<file path="config.mk">
export PLATFORM = sky130hd
export DESIGN_NAME = shared_bus_resolver
export DESIGN_NICKNAME = d
export VERILOG_FILES = /design/src/rtl/shared_bus_resolver.sv
export SDC_FILE = /design/constraint.sdc
export NUM_CORES = 1
export LEC_CHECK = 0
export ABC_AREA = 1
export BUFFER_PORTS_ARGS = -buffer_cell sky130_fd_sc_hd__buf_4
export CAP_MARGIN = 15
export CORE_AREA = 2 2 39 41
export DETAILED_ROUTE_END_ITERATION = 10
export DIE_AREA = 0 0 41 43
export MAX_ROUTING_LAYER = met4
export PLACE_DENSITY = 0.78
export SETUP_SLACK_MARGIN = 0.2
export SYNTH_ARGS = -nofsm -noshare
export SYNTH_HDL_FRONTEND = slang
export SYNTH_SLANG_ARGS = --single-unit
export TNS_END_PERCENT = 10
</file>
<file path="constraint.sdc">
create_clock -name vclk -period 2.8
set_input_delay 0 -clock vclk [all_inputs]
set_output_delay 0 -clock vclk [all_outputs]
set_load 0.02 [all_outputs]
</file>
<file path="src/rtl/shared_bus_resolver.sv">
module shared_bus_resolver #(
  parameter int N = 4,
  parameter int W = 8,
  parameter bit REGISTERED = 1'b0
) (
  input  logic         clk,
  input  logic         rst,
  input  logic [N-1:0] drv_en,
  input  logic [N*W-1:0] drv_data,
  output logic [W-1:0] bus_q,
  output logic         idle,
  output logic         conflict
);

  localparam int CW = (N < 2) ? 2 : $clog2(N + 1);

  logic [CW-1:0] n_on;
  logic [W-1:0]  merged;
  logic [W-1:0]  word_c;
  logic          idle_c;
  logic          conf_c;

  always_comb begin
    n_on   = '0;
    merged = '0;
    for (int i = 0; i < N; i++) begin
      n_on   = n_on + CW'(drv_en[i]);
      merged = merged | (drv_data[i*W +: W] & {W{drv_en[i]}});
    end
  end

  assign idle_c = (n_on == '0);
  assign conf_c = (n_on > CW'(1));
  assign word_c = (idle_c || conf_c) ? '1 : merged;

  generate
    if (REGISTERED) begin : g_reg
      always_ff @(posedge clk) begin
        if (rst) begin
          bus_q    <= '1;
          idle     <= 1'b0;
          conflict <= 1'b0;
        end else begin
          bus_q    <= word_c;
          idle     <= idle_c;
          conflict <= conf_c;
        end
      end


      reg_idle_lat_chk: assert property (@(posedge clk) disable iff (rst)
        ($countones(drv_en) == 0) |=> (idle && bus_q == '1));

      reg_conf_lat_chk: assert property (@(posedge clk) disable iff (rst)
        ($countones(drv_en) > 1) |=> (conflict && bus_q == '1));

      reg_reset_chk: assert property (@(posedge clk)
        rst |=> (!idle && !conflict && bus_q == '1));
    end else begin : g_comb
      assign bus_q    = word_c;
      assign idle     = idle_c;
      assign conflict = conf_c;


      single_flags_chk: assert property (@(posedge clk) disable iff (rst)
        ($countones(drv_en) == 1) |-> (!idle && !conflict));

      none_idle_chk: assert property (@(posedge clk) disable iff (rst)
        ($countones(drv_en) == 0) |-> (idle && bus_q == '1));
    end
  endgenerate


  flags_excl_chk: assert property (@(posedge clk) disable iff (rst)
    !(idle && conflict));

  conflict_ones_chk: assert property (@(posedge clk) disable iff (rst)
    conflict |-> (bus_q == '1));

endmodule

</file>
==> flow_metrics.env, run 1 <==
export IMPL_fmax_mhz=529
export IMPL_drv_slew=0
export IMPL_io_buffers=46
export IMPL_tns_ns=0
export IMPL_via_per_inst=4.43
export IMPL_slew_headroom_pct=87.4
export IMPL_register_area_um2=0
export IMPL_cp_max_fo=9
export IMPL_syn_area_um2=438
export IMPL_dp_hpwl_um=1170
export IMPL_num_rows=14
export IMPL_start_util_pct=31.6
export IMPL_arrival_ns=1.89
export IMPL_first_pass_iters=4
export IMPL_diodes=0
export IMPL_powerDensity_mw_per_mm2=242
export IMPL_yosysSeqAreaShare_pct=0
export IMPL_drt_iter0_markers=6
export IMPL_drt_total_wl_um=1430
export IMPL_tightestPinTransition_ns=0.188
export IMPL_rsz0062_at_grt="no"
export IMPL_syn_to_final_growth_pct=73.1
export IMPL_cts_setup_buffers=0
export IMPL_synthCells=86
export IMPL_fill_cells=137
export IMPL_fin_crit_ns=1.89
export IMPL_pin_count=48
export IMPL_crit_required_ns=2.80
export IMPL_wl_per_cell_um=9.96
export IMPL_seq_cells=0
export IMPL_coreArea_mm2=0.00138
export IMPL_final_cell_mix="buf_4 (46), nand2_1 (44), inv_1 (9)"
export IMPL_hold_buffers=0
export IMPL_critPathKind="primary input to output port"
export IMPL_final_hold_violation_count=0
export IMPL_fin_crit_sh_pct=67.5
export IMPL_grt_overflow=0
export IMPL_setup_viol=0
export IMPL_gr_usage_all_layers_pct=17.3
export IMPL_synth_cell_types=10
export IMPL_final_common_cell="buf_4"
export IMPL_drive_above_1_share_pct=43.0
export IMPL_min_path_cells=6
export IMPL_yosys_warnings=0
export IMPL_die_x_um=41
export IMPL_ant_nets=0
export IMPL_syn_area_per_cell_um2=5.09
export IMPL_dieArea_mm2=0.00176
export IMPL_status="complete, no violations"
export IMPL_hold_class="primary input to output port"
export IMPL_max_cap_violations=0
export IMPL_peakVddDrop_mv=0.169
export IMPL_synth_net_count=128
export IMPL_cp_end_kind="output port"
export IMPL_gp_congestion=0.673
export IMPL_total_power_mw=0.184
export IMPL_drc_errors=0
export IMPL_grt_pass1_wl_um=2210
export IMPL_leakagePower_nw=0.475
export IMPL_die_h_um=43
export IMPL_post_cts_resized=0
export IMPL_vias=638
export IMPL_final_nets=172
export IMPL_startpoint_type="primary input"
export IMPL_first_global_vias=544
export IMPL_clkbuf_count=0
export IMPL_antenna_found_initial=0
export IMPL_grt_max_degree=10
critical path: stages:
cell and delay, ns:
buf_4 0.16, inv_1 0.08, fa_1 0.53, inv_1 0.04, ha_1 0.20, inv_1 0.06
ha_1 0.24, nor2_4 0.13, nand2_2 0.07, nand2_4 0.11, nand3_1 0.09, buf_4 0.16
worst paths after layout:
kind                          from  endpoint  slack (ns)
worst max-delay path     drv_en[0]  bus_q[3]        0.91
worst min-delay path  drv_data[29]  bus_q[5]        0.38
metrics by stage:
stage               cell area (um^2)  util, %  setup WS [ns]  instances  hold slack, ns
floorplan                        438        -           1.13         86           0.270
global placement                 758     54.8          0.959        144           0.378
detailed placement               758     54.8          0.916        144           0.380
CTS                              758     54.8          0.908        144           0.385
global route                     758     54.8          0.779        144           0.416
finish                           758     54.8          0.909        144           0.380
Yosys cell counts (all sizes together):
cell type	instances	area share, %
buf	4	10
fa	1	4.6
ha	3	8.6
inv	9	7.7
nand2	52	50
nand3	8	9.1
nor2	9	9.4
report_power, final:
group	total (mW)	internal [mW]	switching [mW]
Clock	0	0	0
Combinational	0.184	0.0854	0.0983
Sequential	0	0	0
Total	0.184	0.0854	0.0983
cell type report:
cell class | count | area, um^2 | share of cell area, %
Inverter | 9 | 33.8 | 4.46
Multi-Input combinational cell | 73 | 359 | 47.4
Tap cell | 16 | 20.0 | 2.64
Timing Repair Buffer | 46 | 345 | 45.5
metal layers:
| layer | vias to the layer above | routed length, um | global-route usage, % |
|---|---|---|---|
| li1 | 340 | - | - |
| met1 | 277 | 582 | 22.9 |
| met2 | 21 | 760 | 30.3 |
| met3 | 0 | 91 | 0 |
| met4 | 0 | 0 | 0 |
| met5 | - | 0 | - |
logic make-up after synthesis:
family,after synthesis,synth area share (%)
buf+inv,13,18.0
fa+ha+maj,4,13.1
simple gates,69,68.9
Power figures use the tool's default switching activity.
==> run 2: changes to the inputs <==
Clock period 2.8 ns to 1.9 ns, I/O delays scaled along.
==> run 2 against run 1 <==
Net effect:
- cell area rose by 21%
- final cell count rose by 2.8%
- highest routed layer unchanged
- worst setup slack got worse by 0.72 ns
- largest cell class unchanged
- worst hold slack got worse by 0.0096 ns
- via count rose by 7.4%
- critical path type unchanged
- global-route usage did not move
- non-clock buffer count rose by 3
- count of clock-buffer cells in the layout did not move
==> flow_metrics.env, run 2 (same netlist as run 1, synthesis figures left out) <==
export IMPL_hold_class="primary input to output port"
export IMPL_die_x_um=41
export IMPL_gp_congestion=0.660
export IMPL_vias=685
export IMPL_via_per_inst=4.63
export IMPL_drt_total_wl_um=1650
export IMPL_slew_headroom_pct=81.2
export IMPL_gr_usage_all_layers_pct=17.3
export IMPL_start_util_pct=31.6
export IMPL_drive_above_1_share_pct=54.5
export IMPL_crit_required_ns=1.90
export IMPL_final_cell_mix="nand2_1 (44), buf_4 (39), buf_6 (9)"
export IMPL_cp_end_kind="output port"
export IMPL_drc_errors=0
export IMPL_dieArea_mm2=0.00176
export IMPL_io_buffers=46
export IMPL_design_area_um2=917
export IMPL_arrival_ns=1.71
export IMPL_cp_max_fo=4
export IMPL_coreArea_mm2=0.00138
export IMPL_final_nets=176
export IMPL_grt_max_degree=10
export IMPL_pin_count=48
export IMPL_die_h_um=43
export IMPL_final_hold_violation_count=0
export IMPL_final_cells=148
export IMPL_num_rows=14
export IMPL_min_path_cells=6
export IMPL_place_inst=147
export IMPL_hold_start="drv_data[23]"
export IMPL_total_power_mw=0.356
export IMPL_fill_cells=143
export IMPL_setup_viol=0
export IMPL_diodes=0
export IMPL_status="complete, no violations"
export IMPL_rsz0062_at_grt="yes"
export IMPL_finalCoreUtilization_pct=66.3
export IMPL_first_pass_iters=4
export IMPL_whs_ns=0.370
export IMPL_fin_crit_ns=1.71
export IMPL_grt_pass1_wl_um=2210
export IMPL_seq_cells=0
export IMPL_clkbuf_count=0
export IMPL_dp_hpwl_um=1150
export IMPL_leakagePower_nw=0.528
export IMPL_placed_area_um2=781
export IMPL_max_cap_violations=0
export IMPL_final_common_cell="nand2_1"
export IMPL_tightestPinTransition_ns=0.281
export IMPL_grt_overflow=0
export IMPL_critPathKind="primary input to output port"
export IMPL_fin_crit_sh_pct=90.1
export IMPL_peakVddDrop_mv=0.231
export IMPL_first_global_vias=564
export IMPL_ant_nets=0
export IMPL_startpoint_type="primary input"
export IMPL_dpl_worst_slack_ns=0.133
export IMPL_wl_per_cell_um=11.2
export IMPL_tns_ns=0
export IMPL_register_area_um2=0
export IMPL_drv_slew=0
export IMPL_whs_endpoint="bus_q[7]"
export IMPL_multi_input_area_um2=452
export IMPL_drt_iter0_markers=6
export IMPL_powerDensity_mw_per_mm2=389
export IMPL_fmax_mhz=584
export IMPL_setup_ws_ns=0.188
export IMPL_antenna_found_initial=0
export IMPL_syn_to_final_growth_pct=109
==> run 2: per-layer routing <==
| metal | part of all wire (%) | GRT usage (%) |
|---|---|---|
| met5 | 0 | - |
| met4 | 0 | 0 |
| met3 | 6.4 | 0.524 |
| met2 | 57 | 31.3 |
| met1 | 36 | 21.7 |
==> run 2: area by class of cell <==
type                       instances  area share (%)
inverter                           9            3.96
timing repair buffer              49            44.6
tap                               16            2.18
multi-input combinational         74            49.2
==> run 2: worst max path at each step <==
| stage | startpoint | end | cells after the start |
|---|---|---|---|
| finish | drv_en[3] | bus_q[3] | 12 |
| global route | drv_en[3] | bus_q[4] | 12 |
| CTS | drv_en[0] | bus_q[5] | 12 |
| detailed placement | drv_en[0] | bus_q[2] | 12 |
| global placement | drv_en[0] | bus_q[2] | 12 |
| floorplan | drv_en[0] | bus_q[0] | 11 |
==> run 2: repair_timing <==
| item | in CTS | in global routing |
|---|---|---|
| setup endpoints to repair | 9 | 10 |
| gates resized for setup | 5 | 25 |
| hold buffers | 0 | 0 |
| pin swaps | 3 | 11 |
| cloned | 1 | 0 |
| buffers inserted | 0 | 0 |
==> run 2: report_power, final <==
part           switching (mW)  total [mW]  internal [mW]
clock                       0           0              0
combinational           0.191       0.356          0.166
sequential                  0           0              0
total                   0.191       0.356          0.166
==> run 2: worst max-delay path: stages <==
cell and delay [ns]:
buf_8 0.08, inv_4 0.03, fa_1 0.53, inv_1 0.05
ha_2 0.18, inv_2 0.07, ha_4 0.20, nor2_4 0.16
nand2_4 0.10, nand2_4 0.10, nand3_2 0.08, buf_6 0.14
==> run 3: changes to the inputs <==
Settings changed: PLACE_DENSITY 0.78 to not set, PLACE_DENSITY_LB_ADDON set to 0.15.
==> run 3 against run 2 <==
Net effect:
- count of clock-buffer cells in the layout is the same
- worst setup slack gained 0.00053 ns
- final cell count did not move
- worst hold slack lost 0.0034 ns
- flip-flop and latch count is the same
- critical path depth unchanged
- combinational power rose by 6.7%
- first-iteration DRC count is 83% lower
- non-clock buffer count did not move
- global-route usage rose by 0.31 points
- largest cell class unchanged
==> flow_metrics.env, run 3 (same netlist as run 1, synthesis figures left out) <==
export IMPL_status="complete, no violations"
export IMPL_drt_iter0_markers=1
export IMPL_die_h_um=43
export IMPL_drv_slew=0
export IMPL_final_cells=148
export IMPL_vias=676
export IMPL_critPathKind="primary input to output port"
export IMPL_die_x_um=41
export IMPL_busiest_layer="met2"
export IMPL_ant_nets=0
export IMPL_syn_to_final_growth_pct=118
export IMPL_grt_max_degree=10
export IMPL_gr_usage_all_layers_pct=17.6
export IMPL_tns_ns=0
export IMPL_total_power_mw=0.380
export IMPL_startpoint_type="primary input"
export IMPL_fill_cells=138
export IMPL_leakagePower_nw=0.534
export IMPL_dieArea_mm2=0.00176
export IMPL_max_cap_violations=0
export IMPL_slew_headroom_pct=80.5
export IMPL_final_hold_violation_count=0
export IMPL_critPathMaxStageDelay_ns=0.55
export IMPL_gp_congestion=0.711
export IMPL_design_area_um2=953
export IMPL_gr_usage_met2_pct=30.0
export IMPL_clkbuf_count=0
export IMPL_crit_required_ns=1.90
export IMPL_tightestPinTransition_ns=0.292
export IMPL_place_inst=145
export IMPL_peakVddDrop_mv=0.279
export IMPL_placed_area_um2=766
export IMPL_drive_above_1_share_pct=56.1
export IMPL_first_pass_iters=2
export IMPL_setup_viol=0
export IMPL_dp_hpwl_um=1130
export IMPL_crit_family="adder cells"
export IMPL_cp_slowest_cell="fa_1"
export IMPL_cp_max_fo=5
export IMPL_grt_overflow=0
export IMPL_grt_util_met3_pct=1.57
export IMPL_final_nets=176
export IMPL_cp_end_kind="output port"
export IMPL_cp_cell_sequence="buf_8, inv_4, fa_1, inv_2, ha_4, inv_4, ha_4, nor2_4, nand2_4, nand2_8, nand3_4, buf_6"
export IMPL_start_util_pct=31.6
export IMPL_drc_errors=0
export IMPL_final_cell_mix="nand2_1 (44), buf_4 (38), nor2_1 (8), buf_6 (8), nand3_2 (6)"
export IMPL_whs_ns=0.367
export IMPL_diodes=0
export IMPL_via_per_inst=4.57
export IMPL_pin_count=48
export IMPL_rsz0062_at_grt="yes"
export IMPL_fin_crit_ns=1.71
export IMPL_seq_cells=0
export IMPL_first_global_vias=575
export IMPL_powerDensity_mw_per_mm2=398
export IMPL_grt_pass1_wl_um=2260
export IMPL_coreArea_mm2=0.00138
export IMPL_arrival_ns=1.71
export IMPL_drt_total_wl_um=1710
export IMPL_register_area_um2=0
export IMPL_io_buffers=46
export IMPL_grt_use_met1_pct=22.6
export IMPL_num_rows=14
export IMPL_wl_per_cell_um=11.6
export IMPL_antenna_found_initial=0
export IMPL_hold_class="primary input to output port"
export IMPL_multi_input_area_um2=469
export IMPL_final_common_cell="nand2_1"
export IMPL_fmax_mhz=584
export IMPL_critPathBufInv=5
export IMPL_fin_crit_sh_pct=90.1
run 3: cell counts in the layout (fill, tap and decap cells not counted):
No cell type changed its count.
run 3: path summary, 6_finish.rpt:
check | depth (start not counted) | slack (ns) | end | start
max | 12 | 0.19 | bus_q[6] | drv_en[0]
min | 6 | 0.37 | bus_q[4] | drv_data[28]
run 3: metal layers:
layer | vias to the layer above | routed length, um
met3 | 0 | 187
li1 | 353 | -
met4 | 0 | 0
met5 | - | 0
met2 | 29 | 861
met1 | 294 | 664
run 3: tightest hold or removal path, stage by stage:
cell and delay [ns]:
buf_4 0.08, nand2_1 0.04, nand2_1 0.05, nor2_1 0.04, nand3_2 0.05, buf_6 0.11
run 3: per-stage QoR:
stage / utilization, % / setup slack, ns
after floorplan: - / 0.229
after detailed placement: 55.3 / 0.0715
after CTS: 58.1 / 0.202
after global placement: 55.3 / 0.116
final: 68.9 / 0.189
after global routing: 68.9 / 0.126
run 3: cell type report:
type | instances | area share (%)
Inverter | 9 | 4.07
Multi-Input combinational cell | 74 | 49.2
Tap cell | 16 | 2.10
Timing Repair Buffer | 49 | 44.6
run 3: power breakdown:
group / leakage, nW / internal (mW) / switching, mW
clock network: 0 / 0 / 0
logic: 0.534 / 0.178 / 0.202
registers: 0 / 0 / 0
total: 0.534 / 0.178 / 0.202
run 3: timing repair:
| item | CTS | global route |
|---|---|---|
| setup buffers | 0 | 2 |
| hold buffers | 0 | 0 |
| resized for setup | 7 | 32 |
| gates cloned | 1 | 0 |
| endpoints found under the setup margin | 10 | 10 |
| pin swaps | 2 | 10 |
